## src/rtl/i2c_cmd_master.sv

```systemverilog
module i2c_cmd_master #(
  parameter int DIV_W = 8
) (
  input  logic             clk,
  input  logic             rst_n,
  input  logic [DIV_W-1:0] clk_div,
  input  logic             dat_we,
  input  logic [7:0]       dat_wdata,
  input  logic             ctl_we,
  input  logic             ctl_sta,
  input  logic             ctl_stp,
  input  logic             ctl_ack,
  input  logic             ctl_clr,
  output logic [7:0]       dat_rdata,
  output logic [7:0]       status,
  output logic             flag,
  output logic             sta_pend,
  output logic             stp_pend,
  output logic             bus_busy,
  input  logic             scl_in,
  input  logic             sda_in,
  output logic             scl_oe,
  output logic             sda_oe
);

  typedef enum logic [2:0] {S_IDLE, S_START, S_XFER, S_STOP, S_WAIT, S_LOST} state_t;

  state_t           st;
  logic [DIV_W-1:0] cnt;
  logic [1:0]       ph;
  logic [3:0]       bitn;
  logic [7:0]       sh, dat;
  logic             samp, rd_mode, addr_nxt, rx_now, is_addr, started, ack_en;
  logic             scl_q, sda_q;

  wire active = (st == S_START) || (st == S_XFER) || (st == S_STOP);
  wire tick   = active && (cnt == clk_div);

  assign dat_rdata = dat;

  always_comb begin
    scl_oe = 1'b0;
    sda_oe = 1'b0;
    case (st)
      S_START: begin
        scl_oe = (ph == 2'd0) || (ph == 2'd3);
        sda_oe = ph[1];
      end
      S_XFER: begin
        scl_oe = (ph == 2'd0) || (ph == 2'd3);
        sda_oe = (bitn == 4'd8) ? (rx_now & ack_en) : (!rx_now & !sh[7]);
      end
      S_STOP: begin
        scl_oe = (ph == 2'd0);
        sda_oe = !ph[1];
      end
      S_WAIT:  scl_oe = 1'b1;
      default: ;
    endcase
  end

  always_ff @(posedge clk) begin
    if (!rst_n) cnt <= '0;
    else if (!active || tick) cnt <= '0;
    else cnt <= cnt + DIV_W'(1);
  end

  always_ff @(posedge clk) begin
    if (!rst_n) begin
      scl_q <= 1'b1; sda_q <= 1'b1; bus_busy <= 1'b0;
    end else begin
      scl_q <= scl_in; sda_q <= sda_in;
      if (scl_in && scl_q && sda_q && !sda_in) bus_busy <= 1'b1;
      else if (scl_in && scl_q && !sda_q && sda_in) bus_busy <= 1'b0;
    end
  end

  always_ff @(posedge clk) begin
    if (!rst_n) begin
      st <= S_IDLE; ph <= 2'd0; bitn <= 4'd0; sh <= 8'h00; dat <= 8'h00;
      samp <= 1'b1; rd_mode <= 1'b0; addr_nxt <= 1'b0; rx_now <= 1'b0;
      is_addr <= 1'b0; started <= 1'b0; ack_en <= 1'b0;
      sta_pend <= 1'b0; stp_pend <= 1'b0; flag <= 1'b0; status <= 8'hF8;
    end else begin
      if (dat_we) dat <= dat_wdata;
      if (ctl_we) begin
        sta_pend <= sta_pend | ctl_sta;
        stp_pend <= stp_pend | ctl_stp;
        ack_en   <= ctl_ack;
        if (ctl_clr) flag <= 1'b0;
      end
      if (tick) ph <= ph + 2'd1;
      case (st)
        S_IDLE: begin
          ph <= 2'd0;
          if (stp_pend) stp_pend <= 1'b0;
          if (sta_pend && !bus_busy) st <= S_START;
        end
        S_START: if (tick && ph == 2'd3) begin
          st <= S_WAIT; flag <= 1'b1;
          status <= started ? 8'h10 : 8'h08;
          started <= 1'b1; sta_pend <= 1'b0; addr_nxt <= 1'b1;
        end
        S_STOP: if (tick && ph == 2'd3) begin
          stp_pend <= 1'b0; started <= 1'b0;
          if (sta_pend) st <= S_START;
          else begin st <= S_IDLE; status <= 8'hF8; end
        end
        S_XFER: if (tick) begin
          if (ph == 2'd2) begin
            samp <= sda_in;
            if (bitn != 4'd8 && !rx_now && sh[7] && !sda_in) begin
              st <= S_LOST; flag <= 1'b1; status <= 8'h38; started <= 1'b0;
            end
          end else if (ph == 2'd3) begin
            if (bitn != 4'd8) begin
              sh <= {sh[6:0], samp};
              bitn <= bitn + 4'd1;
            end else begin
              st <= S_WAIT; flag <= 1'b1;
              if (is_addr) status <= rd_mode ? (samp ? 8'h48 : 8'h40) : (samp ? 8'h20 : 8'h18);
              else if (rx_now) begin
                dat <= sh;
                status <= ack_en ? 8'h50 : 8'h58;
              end else status <= samp ? 8'h30 : 8'h28;
            end
          end
        end
        S_WAIT: begin
          ph <= 2'd0;
          if (!flag) begin
            if (stp_pend) st <= S_STOP;
            else if (sta_pend) st <= S_START;
            else begin
              st <= S_XFER; bitn <= 4'd0; sh <= dat;
              is_addr <= addr_nxt; rx_now <= !addr_nxt && rd_mode;
              if (addr_nxt) rd_mode <= dat[0];
              addr_nxt <= 1'b0;
            end
          end
        end
        default: begin
          ph <= 2'd0;
          if (!flag) begin st <= S_IDLE; status <= 8'hF8; end
        end
      endcase
    end
  end

  assert_flag_hold_R12: assert property (@(posedge clk) disable iff (!rst_n)
    (flag && !(ctl_we && ctl_clr)) |=> (flag && $stable(status)));

  assert_stall_scl_R2: assert property (@(posedge clk) disable iff (!rst_n)
    (flag && status != 8'h38) |-> scl_oe);

  assert_stop_selfclear_R7: assert property (@(posedge clk) disable iff (!rst_n)
    (st == S_STOP && tick && ph == 2'd3 && !(ctl_we && ctl_stp)) |=> !stp_pend);

  assert_lost_release_R9: assert property (@(posedge clk) disable iff (!rst_n)
    (flag && status == 8'h38) |-> (!scl_oe && !sda_oe));

  assert_wait_free_R10: assert property (@(posedge clk) disable iff (!rst_n)
    (st == S_IDLE && bus_busy) |=> (st != S_START));

  assert_code_form_R3: assert property (@(posedge clk) disable iff (!rst_n)
    $rose(flag) |-> (status[2:0] == 3'b000 && status != 8'hF8));

endmodule

```

## config.mk

```make
export PLATFORM = sky130hd
export DESIGN_NAME = i2c_cmd_master
export DESIGN_NICKNAME = d
export VERILOG_FILES = /design/src/rtl/i2c_cmd_master.sv
export SDC_FILE = /design/constraint.sdc
export NUM_CORES = 1
export LEC_CHECK = 0
export BUFFER_PORTS_ARGS = -buffer_cell sky130_fd_sc_hd__buf_2
export CORE_MARGIN = 4
export CORE_UTILIZATION = 45
export CTS_BUF_LIST = sky130_fd_sc_hd__clkbuf_4 sky130_fd_sc_hd__clkbuf_8
export CTS_CLUSTER_DIAMETER = 60
export DETAILED_ROUTE_END_ITERATION = 7
export PLACE_DENSITY = 0.66
export SETUP_SLACK_MARGIN = 0.1
export SLEW_MARGIN = 30
export SYNTH_ARGS = -nofsm -noshare
export SYNTH_HDL_FRONTEND = slang
export SYNTH_SLANG_ARGS = --single-unit
```

## constraint.sdc

```tcl
create_clock -name clk -period 4.7 [get_ports clk]
set_input_delay 0.94 -clock clk [delete_from_list [all_inputs] [get_ports clk]]
set_output_delay 0.94 -clock clk [all_outputs]
set_load 0.05 [all_outputs]
```

## Word level (Yosys, flattened, before mapping)

Cells that the tools add are included.

| storage, ports and cells | value |
|---|---|
| bits in registers | 54 |
| input port bits | 26 |
| output and inout port bits | 22 |
| logic and storage cells | 189 |

| operators by class | value |
|---|---|
| $add $sub $neg | 3 |
| equality and inequality tests | 27 |
| multiplexer cells | 87 |
| bitwise operators | 9 |
| reduce and logical (&&, ||, !) cells | 43 |

Operator list:

| cell | number |
|---|---|
| $mux W8 | 24 |
| $mux W4 | 9 |
| $pmux W8 S4 | 1 |
| $mux W3 | 10 |
| $mux W1 | 26 |
| $mux W7 | 3 |
| $reduce_and A9 Y1 | 2 |
| $pmux W8 S2 | 1 |
| $pmux W3 S5 | 1 |
| $ne A2 B2 Y1 const B | 7 |
| $logic_and A1 B1 Y1 | 12 |
| $ne A2 B1 Y1 const B | 6 |
| $mux W5 | 2 |
| $reduce_and A5 Y1 | 2 |
| $pmux W1 S3 | 3 |
| $add A8 B1 Y8 const B | 1 |
| $eq A8 B8 Y1 | 1 |
| $logic_not A1 Y1 | 8 |
| $pmux W4 S2 | 1 |
| $reduce_and A8 Y1 | 1 |
| $eq A3 B2 Y1 const B | 2 |
| $mux W6 | 1 |
| $pmux W1 S2 | 3 |
| $reduce_and A6 Y1 | 1 |
| other kinds (26) | 41 |

## Longest topological paths before layout

Gate-level depths: netlist of run 1.

| logic depth | value |
|---|---|
| word-level depth | 8 |
| gate-level depth with buffers | 9 |
| depth with buffers taken out | 7 |

## Worst setup path before layout of run 1

OpenSTA, ideal clock, no wires.

| timing path | value |
|---|---|
| kind | register to output |
| from | register st[1] |
| to | output port scl_oe |
| data arrival time | 2015 ps |
| required time | 3760 ps |
| path slack | 1745 ps |
| stages on the path, launching flop included | 6 |
| buffers on the path | 1 |
| path through | dfxtp_1 -> buf_1 -> xnor2_1 -> nor2_1 -> a31oi_1 -> o21ai_0 |

| on the way | value |
|---|---|
| longest elaborated chain between the ends | 3 |
| elaborated cells on any way between the ends | 6 |
| classes of those cells | 4 x eq/ne; 1 x mux; 1 x reduce/logical |

RTL lines:

| what | RTL line | text |
|---|---|---|
| from (decl) | 28 | `state_t st;` |
| from (signal assigned) | 80 | `st <= S_IDLE; ph <= 2'd0; bitn <= 4'd0; sh <= 8'h00; dat <= 8'h00;` |
| from (signal assigned) | 97 | `if (sta_pend && !bus_busy) st <= S_START;` |
| from (signal assigned) | 100 | `st <= S_WAIT; flag <= 1'b1;` |
| $eq A3 B1 Y1 or $eq A3 B2 Y1 (tied branches) | 44 | `case (st)` |
| $reduce_or A2 Y1 (no line) | - |  |
| $pmux W1 S3 (*) | 44 |  |
| to (decl) | 22 | `output logic scl_oe,` |

Mark *: on every way between the ends. The rest lies on a longest branch, timed or not.

## Worst setup path after layout of run 1

| timing path | value |
|---|---|
| from | register bitn[0] |
| to | output port sda_oe |

| on the way | value |
|---|---|
| longest elaborated chain between the ends | 3 |

RTL lines:

| what | RTL line | text |
|---|---|---|
| from (decl) | 31 | `logic [3:0] bitn;` |
| from (signal assigned) | 118 | `bitn <= bitn + 4'd1;` |
| $eq A4 B4 Y1 | 51 | `sda_oe = (bitn == 4'd8) ? (rx_now & ack_en) : (!rx_now & !sh[7]);` |
| $mux W1 | 51 |  |
| $pmux W1 S3 | 44 |  |
| to (decl) | 23 | `output logic sda_oe` |

No other way between the ends.

==> results.cfg, run 1 <==
[power]
pwr-share-seq = 0.546
power_mw = 0.829
p_int_mw = 0.605
power_frac_comb = 0.129
netSwitchingFraction = 0.270
cellLeakagePower_nw = 1.36
p_switching_mw = 0.224
ir_drop_uv = 148
clkPwrFrac = 0.325
powerDensity_nw_per_um2 = 270

[synthesis]
synth_warnings = 0
netlist_area_um2 = 2740
synth-async-reset-ratio = 0
post-synth-top-count-cell = dfxtp_1
synth_cell_types = 49
synth_cells = 314
synth_top_area_share = 0.373
synth_seq_cells = 51
yosysSeqAreaShare = 0.373
netlist_top_cells_count = 51 x dfxtp_1, 35 x nor2_1, 27 x a21oi_1, 27 x mux2i_1, 22 x nand2_1
synth_top_cells_by_area = dfxtp_1 37%, mux2i_1 9.9%, a21oi_1 4.9%, nor2_1 4.8%, xor2_1 4.5%
synthFlopType = dfxtp_1
synth-edff-count = 0
avgSynthCellArea_um2 = 8.72
synth_largest_area_cell = dfxtp_1

[timing]
period_needed_ns = 3.13
skew_ns = 0.00353
rsz0062_at_grt = false
finalCritPeriodShare = 0.666
finalSetupViolCount = 0
fin_setup_tns_ns = 0
tightest_slew_ns = 0.755
setup_ws_ns = 1.57
fmax_mhz = 320
drv_slew = 0
finalHoldViolations = 0
max_slew_margin = 0.496
timing.hold.ws_ns = 0.484

[die]
die_y_um = 86.0
die_x_um = 86.0
start_util = 0.463
ios = 48
fp.coreArea_um2 = 5920
dieArea_um2 = 7400
fp-row-count = 28

[worst_setup_path]
critPathCaptureType = output pin
worstSetupPathType = reg2out
worstPathRequired_ns = 3.76
cp-start-kind = flop
arrival_ns = 2.19
path_common_cell = a21oi_1
slowest_stage = dfxtp_1
cp_max_fo = 4
critPathMaxStageDelay_ns = 0.38
cp_cell_sequence = inv_1 -> ha_1 -> and3b_1 -> or3_1 -> a21oi_1 -> a21oi_1 -> nor2_1 -> buf_2

[clocking]
cts.sinks = 51
cts-buffers-inserted = 5
clk_pin_slew_ns = 0.09
post_cts_resized = 0
clock_latency_ns = 0.30
ctsLongestPathBuffers = 2
cts_tree = built
ctsHoldBuffers = 0
cts-root-buf = clkbuf_8
cts_setup_buffers = 0
htreeDepth = 2

[finish]
design_area_um2 = 3070
num-fill-cells = 615
nets = 381
synthToLayoutAreaGrowth_pct = 12.2
drive_above_1_share = 0.193
instances_no_fill = 423
antenna_cells = 0
final_core_util = 0.519

[route]
antenna_left = 0
dr.pass1.iters = 4
routedWlPerCell_um = 14.4
vias_per_cell = 5.49
vias = 2322
drtIter0Drc = 147
drc = 0
wl_mm = 6.08

[grt]
gr-total-overflow = 0
track_usage = 0.170
first_global_vias = 2125
busiest_layer = met2
use_met1 = 0.227
grt_first_pass_wirelength_mm = 10.1
antenna_found_initial = 0
grt_max_degree = 33
use_met3 = 0.0317
globalRouteMet2Util = 0.268

[placement]
port_buffers = 44
gp_congestion = 0.893
dp.cells = 415
dpl_cell_area_um2 = 2970
post-place-ws_ns = 1.38
hpwlAfterDp_mm = 4.46

[run_status]
status = complete, no violations

[min_path]
hold_path.class = reg2reg

[run]
maxCapViolations = 0
## power groups by stage
stage                     clock, mW  combinational (mW)  sequential, mW
final                         0.269               0.107           0.453
after global routing          0.297               0.117           0.455
after CTS                     0.280               0.108           0.453
after detailed placement          0               0.108           0.463
after global placement            0               0.107           0.462
after floorplan                   0              0.0593           0.482
## kinds of logic after synthesis
logic type / after synthesis / synth area share
AO/OA/AOI/OAI: 60 / 0.141
XOR/XNOR: 17 / 0.0544
adder cells (fa/ha/maj): 8 / 0.0365
buffers and inverters: 30 / 0.0480
flip-flops: 51 / 0.373
multiplexers: 37 / 0.140
other: 1 / 0.00137
AND/OR/NAND/NOR: 110 / 0.206
## registers in the layout, summed over array words and instances (netlist names), 2 cells and up
signal     flops
bitn           4
cnt            8
st             3
ph             2
dat_rdata      8
sh             8
status         5
## final cells by class
cell class | count | area [µm²] | area share
Clock buffer | 7 | 90.1 | 0.0293
Clock inverter | 1 | 8.76 | 0.00285
Tap cell | 75 | 93.8 | 0.0305
Multi-Input combinational cell | 235 | 1600 | 0.521
Inverter | 10 | 37.5 | 0.0122
Sequential cell | 51 | 1020 | 0.332
Timing Repair Buffer | 44 | 220 | 0.0717
## layer usage
| layer | up-vias | wire (µm) |
|---|---|---|
| met5 | - | 0 |
| met4 | 0 | 136 |
| met3 | 12 | 264 |
| met2 | 46 | 2910 |
| met1 | 1086 | 2760 |
| li1 | 1178 | - |
## worst paths after layout
path                   to  cells past startpoint    start  slack (ns)
setup / recovery   sda_oe                      8  bitn[0]        1.57
hold / removal    rd_mode                      2  rd_mode        0.48
setup reg to reg  bitn[2]                      5    st[2]        1.58
hold reg to reg   rd_mode                      2  rd_mode        0.48
## worst max-delay path: cells and delay by family (launching register included)
kind,cells,cell delay [ns]
compound gates,2,0.32
fa+ha+maj,1,0.21
buf+inv,2,0.34
flops,1,0.38
simple gates,3,0.64
## cell usage in the layout (no fill, tap or decap), drive strengths merged, types with 3 or more instances in the layout
| cell | Yosys | layout |
|---|---|---|
| xnor2 | 3 | 3 |
| nor4 | 3 | 3 |
| nor3 | 4 | 4 |
| buf | 10 | 44 |
| nand4 | 5 | 5 |
| a311oi | 8 | 8 |
| xor2 | 14 | 14 |
| nand2b | 5 | 5 |
| and3 | 4 | 4 |
| mux2i | 27 | 27 |
| clkbuf | 10 | 7 |
| o21ai | 6 | 6 |
| inv | 10 | 10 |
| nor2 | 35 | 35 |
| nor3b | 5 | 5 |
| conb | 1 | 3 |
| nand3 | 13 | 13 |
| ha | 8 | 8 |
| nand2 | 22 | 22 |
| dfxtp | 51 | 51 |
| mux2 | 10 | 10 |
| and2 | 3 | 3 |
| a21oi | 27 | 27 |
No activity file was read; power rests on OpenSTA's default activity.
==> run 2: changes to the inputs <==
--- a/config.mk
+++ b/config.mk
@@ -11,7 +11,7 @@
 export CTS_BUF_LIST = sky130_fd_sc_hd__clkbuf_4 sky130_fd_sc_hd__clkbuf_8
 export CTS_CLUSTER_DIAMETER = 60
 export DETAILED_ROUTE_END_ITERATION = 7
-export PLACE_DENSITY = 0.66
+export PLACE_DENSITY = 0.69
 export SETUP_SLACK_MARGIN = 0.1
 export SLEW_MARGIN = 30
 export SYNTH_ARGS = -nofsm -noshare
==> constraint.sdc (replaced) <==
create_clock -name clk -period 2.6 [get_ports clk]
set_input_delay 0.52 -clock clk [delete_from_list [all_inputs] [get_ports clk]]
set_output_delay 0.52 -clock clk [all_outputs]
set_load 0.05 [all_outputs]
==> results.cfg, run 2 (synthesis results as in run 1) <==
[grt]
first_global_vias = 2362
grt_max_degree = 28
antenna_found_initial = 0
gr-total-overflow = 0
grt_first_pass_wirelength_mm = 11.2
globalRouteMet2Util = 0.314
busiest_layer = met2
use_met3 = 0.0461
use_met1 = 0.238
track_usage = 0.189

[timing]
rsz0062_at_grt = true
period_needed_ns = 2.44
max_slew_margin = 0.536
skew_ns = 0.00413
fin_setup_tns_ns = 0
fmax_mhz = 411
finalHoldViolations = 0
finalSetupViolCount = 0
tightest_slew_ns = 0.694
timing.hold.ws_ns = 0.413
drv_slew = 0
finalCritPeriodShare = 0.937

[finish]
antenna_cells = 0
nets = 395
final_common_cell = dfxtp_1
num-fill-cells = 573
synthToLayoutAreaGrowth_pct = 17.1
drive_above_1_share = 0.243
final_cell_mix = 49 x dfxtp_1, 43 x buf_2, 35 x nor2_1

[power]
powerDensity_nw_per_um2 = 469
cellLeakagePower_nw = 1.43
ir_drop_uv = 269
power_mw = 1.50

[die]
fp-row-count = 28
start_util = 0.463
fp.coreArea_um2 = 5920
die_x_um = 86.0
die_y_um = 86.0
ios = 48
dieArea_um2 = 7400

[clocking]
htreeDepth = 2
cts.sinks = 51
cts-buffers-inserted = 5
cts-root-buf = clkbuf_8
cts_tree = built
clock_latency_ns = 0.32
ctsLongestPathBuffers = 2
clk_pin_slew_ns = 0.09
ctsHoldBuffers = 0

[worst_setup_path]
worstPathRequired_ns = 2.08
arrival_ns = 1.92
cp_max_fo = 2
cp-start-kind = flop
cp_cell_sequence = inv_2 -> ha_4 -> and3b_2 -> or3_4 -> a21oi_4 -> a21oi_2 -> nor2_1 -> buf_6
path_buf_inv = 2
critPathMaxStageDelay_ns = 0.35
slowest_stage = dfxtp_2
critPathCaptureType = output pin
worstSetupPathType = reg2out
path_delay_family = simple AND/OR/NAND/NOR gates

[placement]
hpwlAfterDp_mm = 4.75
gp_congestion = 0.878
port_buffers = 44

[min_path]
hold_path.class = in2reg

[route]
vias = 2437
routedWlPerCell_um = 15.1
drc = 0
antenna_left = 0
dr.pass1.iters = 4
wl_mm = 6.60
drtIter0Drc = 161
vias_per_cell = 5.58

[run_status]
status = complete, no violations

[run]
maxCapViolations = 0
==> run 2: layer usage <==
layer,vias up,wire length (µm)
li1,1205,-
met1,1140,2940
met2,77,3160
met3,15,347
met4,0,152
met5,-,0
==> run 2: final timing paths <==
kind	start	end	slack, ns	cells after the start
setup / recovery	bitn[0]	sda_oe	0.16	8
hold / removal	scl_in	scl_q	0.41	2
setup reg to reg	ph[1]	status[7]	0.34	6
hold reg to reg	rd_mode	rd_mode	0.48	2
==> run 2: layout make-up <==
type / instances / area [µm²] / share of cell area
Multi-Input combinational cell: 235 / 1630 / 0.508
Clock inverter: 2 / 16.3 / 0.00507
Clock buffer: 6 / 76.3 / 0.0238
Sequential cell: 51 / 1020 / 0.319
Inverter: 10 / 37.5 / 0.0117
Tap cell: 75 / 93.8 / 0.0293
Timing Repair Buffer: 58 / 332 / 0.103
==> run 2: timing repair <==
| action | 4_1_cts | 5_1_grt |
|---|---|---|
| resized for setup | 7 | 6 |
| pin swaps | 5 | 4 |
| setup buffers | 3 | 0 |
| endpoints found under the setup margin | 1 | 1 |
==> run 2: through the flow <==
step | instances | setup WS, ns | utilization | area, µm²
finish | 437 | 0.164 | 0.542 | 3210
global route | 437 | 0.0587 | 0.542 | 3210
CTS | 437 | 0.104 | 0.537 | 3180
detailed placement | 426 | 0.267 | 0.515 | 3050
global placement | 426 | 0.270 | 0.515 | 3050
floorplan | 316 | 0.146 | - | 2750
==> run 2: power breakdown <==
| part | switching, mW | total, mW | leakage (nW) | internal [mW] |
|---|---|---|---|---|
| Combinational | 0.134 | 0.205 | 0.966 | 0.0703 |
| Sequential | 0.0164 | 0.815 | 0.415 | 0.798 |
| Clock | 0.280 | 0.484 | 0.0452 | 0.204 |
==> run 3: changes to the inputs <==
==> constraint.sdc (replaced) <==
create_clock -name clk -period 2.6 [get_ports clk]
set_input_delay 0.78 -clock clk [delete_from_list [all_inputs] [get_ports clk]]
set_output_delay 0.78 -clock clk [all_outputs]
set_load 0.05 [all_outputs]
==> results.cfg, run 3 (synthesis results as in run 1) <==
[route]
vias = 2425
wl_mm = 6.42
drtIter0Drc = 130
vias_per_cell = 5.50
antenna_left = 0
routedWlPerCell_um = 14.6
dr.pass1.iters = 4
drc = 0

[timing]
max_slew_margin = 0.546
finalHoldViolations = 0
finalSetupViolCount = 1
rsz0062_at_grt = true
fmax_mhz = 375
setup_ws_ns = -0.0677
tightest_slew_ns = 0.679
finalCritPeriodShare = 1.03
skew_ns = 0.00348
period_needed_ns = 2.67
drv_slew = 0

[clocking]
htreeDepth = 2
clk_pin_slew_ns = 0.09
clock_latency_ns = 0.31
cts.sinks = 51
ctsLongestPathBuffers = 2
ctsHoldBuffers = 0
cts_tree = built
cts-root-buf = clkbuf_8
cts-buffers-inserted = 5

[finish]
nets = 399
synthToLayoutAreaGrowth_pct = 19.4
design_area_um2 = 3270
final_cell_mix = 48 x dfxtp_1, 42 x buf_2, 34 x nor2_1
final_common_cell = dfxtp_1
antenna_cells = 0
final_core_util = 0.552
instances_no_fill = 441
drive_above_1_share = 0.260

[die]
ios = 48
fp.coreArea_um2 = 5920
die_y_um = 86.0
die_x_um = 86.0
start_util = 0.463
dieArea_um2 = 7400
fp-row-count = 28

[placement]
post-place-ws_ns = 0.0662
hpwlAfterDp_mm = 4.61
port_buffers = 44
dp.cells = 430
dpl_cell_area_um2 = 3080
gp_congestion = 0.854

[min_path]
hp-start = rd_mode
hold_path_depth = 2
hold_path.class = reg2reg
worstHoldEndpoint = rd_mode

[power]
netSwitchingFraction = 0.266
cellLeakagePower_nw = 1.46
pwr-share-seq = 0.516
p_int_mw = 1.16
p_switching_mw = 0.420
clkPwrFrac = 0.353
power_frac_comb = 0.131
powerDensity_nw_per_um2 = 483
power_mw = 1.58
ir_drop_uv = 375

[grt]
first_global_vias = 2279
gr-total-overflow = 0
grt_max_degree = 28
use_met3 = 0.0394
use_met1 = 0.223
busiest_layer = met2
antenna_found_initial = 0
track_usage = 0.179
grt_first_pass_wirelength_mm = 10.6
globalRouteMet2Util = 0.299

[worst_setup_path]
cp_max_fo = 2
arrival_ns = 1.89
cp-start-kind = flop
r2r-end = bitn[3]
worstPathRequired_ns = 1.82
reg2reg_from = st[0]
reg2reg_setup_slack_ns = 0.32
rr_worst_depth = 5
critPathCaptureType = output pin
worstSetupPathType = reg2out

[run_status]
violations = setup timing
status = finished with violations

[run]
maxCapViolations = 0
[run 3: critical path, cell delays in order (launching register included)]
cell,delay (ns)
dfxtp_2,0.36
inv_2,0.05
ha_4,0.14
and3b_2,0.20
or3_4,0.34
a21oi_4,0.18
a21oi_2,0.05
nor2_2,0.10
buf_6,0.16
[run 3: area by class of cell]
type,count,area (µm²)
Timing Repair Buffer,62,364
Tap cell,75,93.8
Sequential cell,51,1020
Fill cell,572,2650
Clock buffer,5,68.8
Multi-Input combinational cell,235,1640
Clock inverter,3,43.8
Inverter,10,37.5
[run 3: metrics by stage]
step / setup TNS, ns / hold WS (ns)
global route: -0.127 / 0.509
global placement: 0 / 0.471
detailed placement: 0 / 0.467
finish: -0.0677 / 0.477
CTS: -0.0846 / 0.479
floorplan: 0 / 0.446
[run 3: worst max-delay path by stage]
stage,from,end,slack (ns),depth (start not counted)
finish,bitn[1],sda_oe,-0.07,8
CTS,bitn[1],sda_oe,-0.08,8
global placement,bitn[0],sda_oe,0.1,8
global route,bitn[1],sda_oe,-0.13,8
floorplan,bitn[0],sda_oe,0.10,7
detailed placement,bitn[0],sda_oe,0.07,8
[run 3: power by group through the flow]
stage	clock network, mW	logic (mW)	registers (mW)
floorplan	0	0.107	0.871
CTS	0.570	0.207	0.814
global route	0.604	0.224	0.818
finish	0.556	0.207	0.814
global placement	0	0.204	0.832
detailed placement	0	0.206	0.832
[run 3: timing repair]
action                                  in CTS  in global routing
pin swaps                                    5                  4
endpoints found under the setup margin       2                  2
buffers inserted                             3                  0
gates resized for setup                     12                  4
[run 3: routing by layer]
metal  part of all wire  wire (µm)  vias to the layer above
met1               0.46       2940                     1119
met5                  0          0                        -
met2               0.47       2990                       75
li1                   -          -                     1219
met3              0.054        347                       12
met4              0.022        144                        0
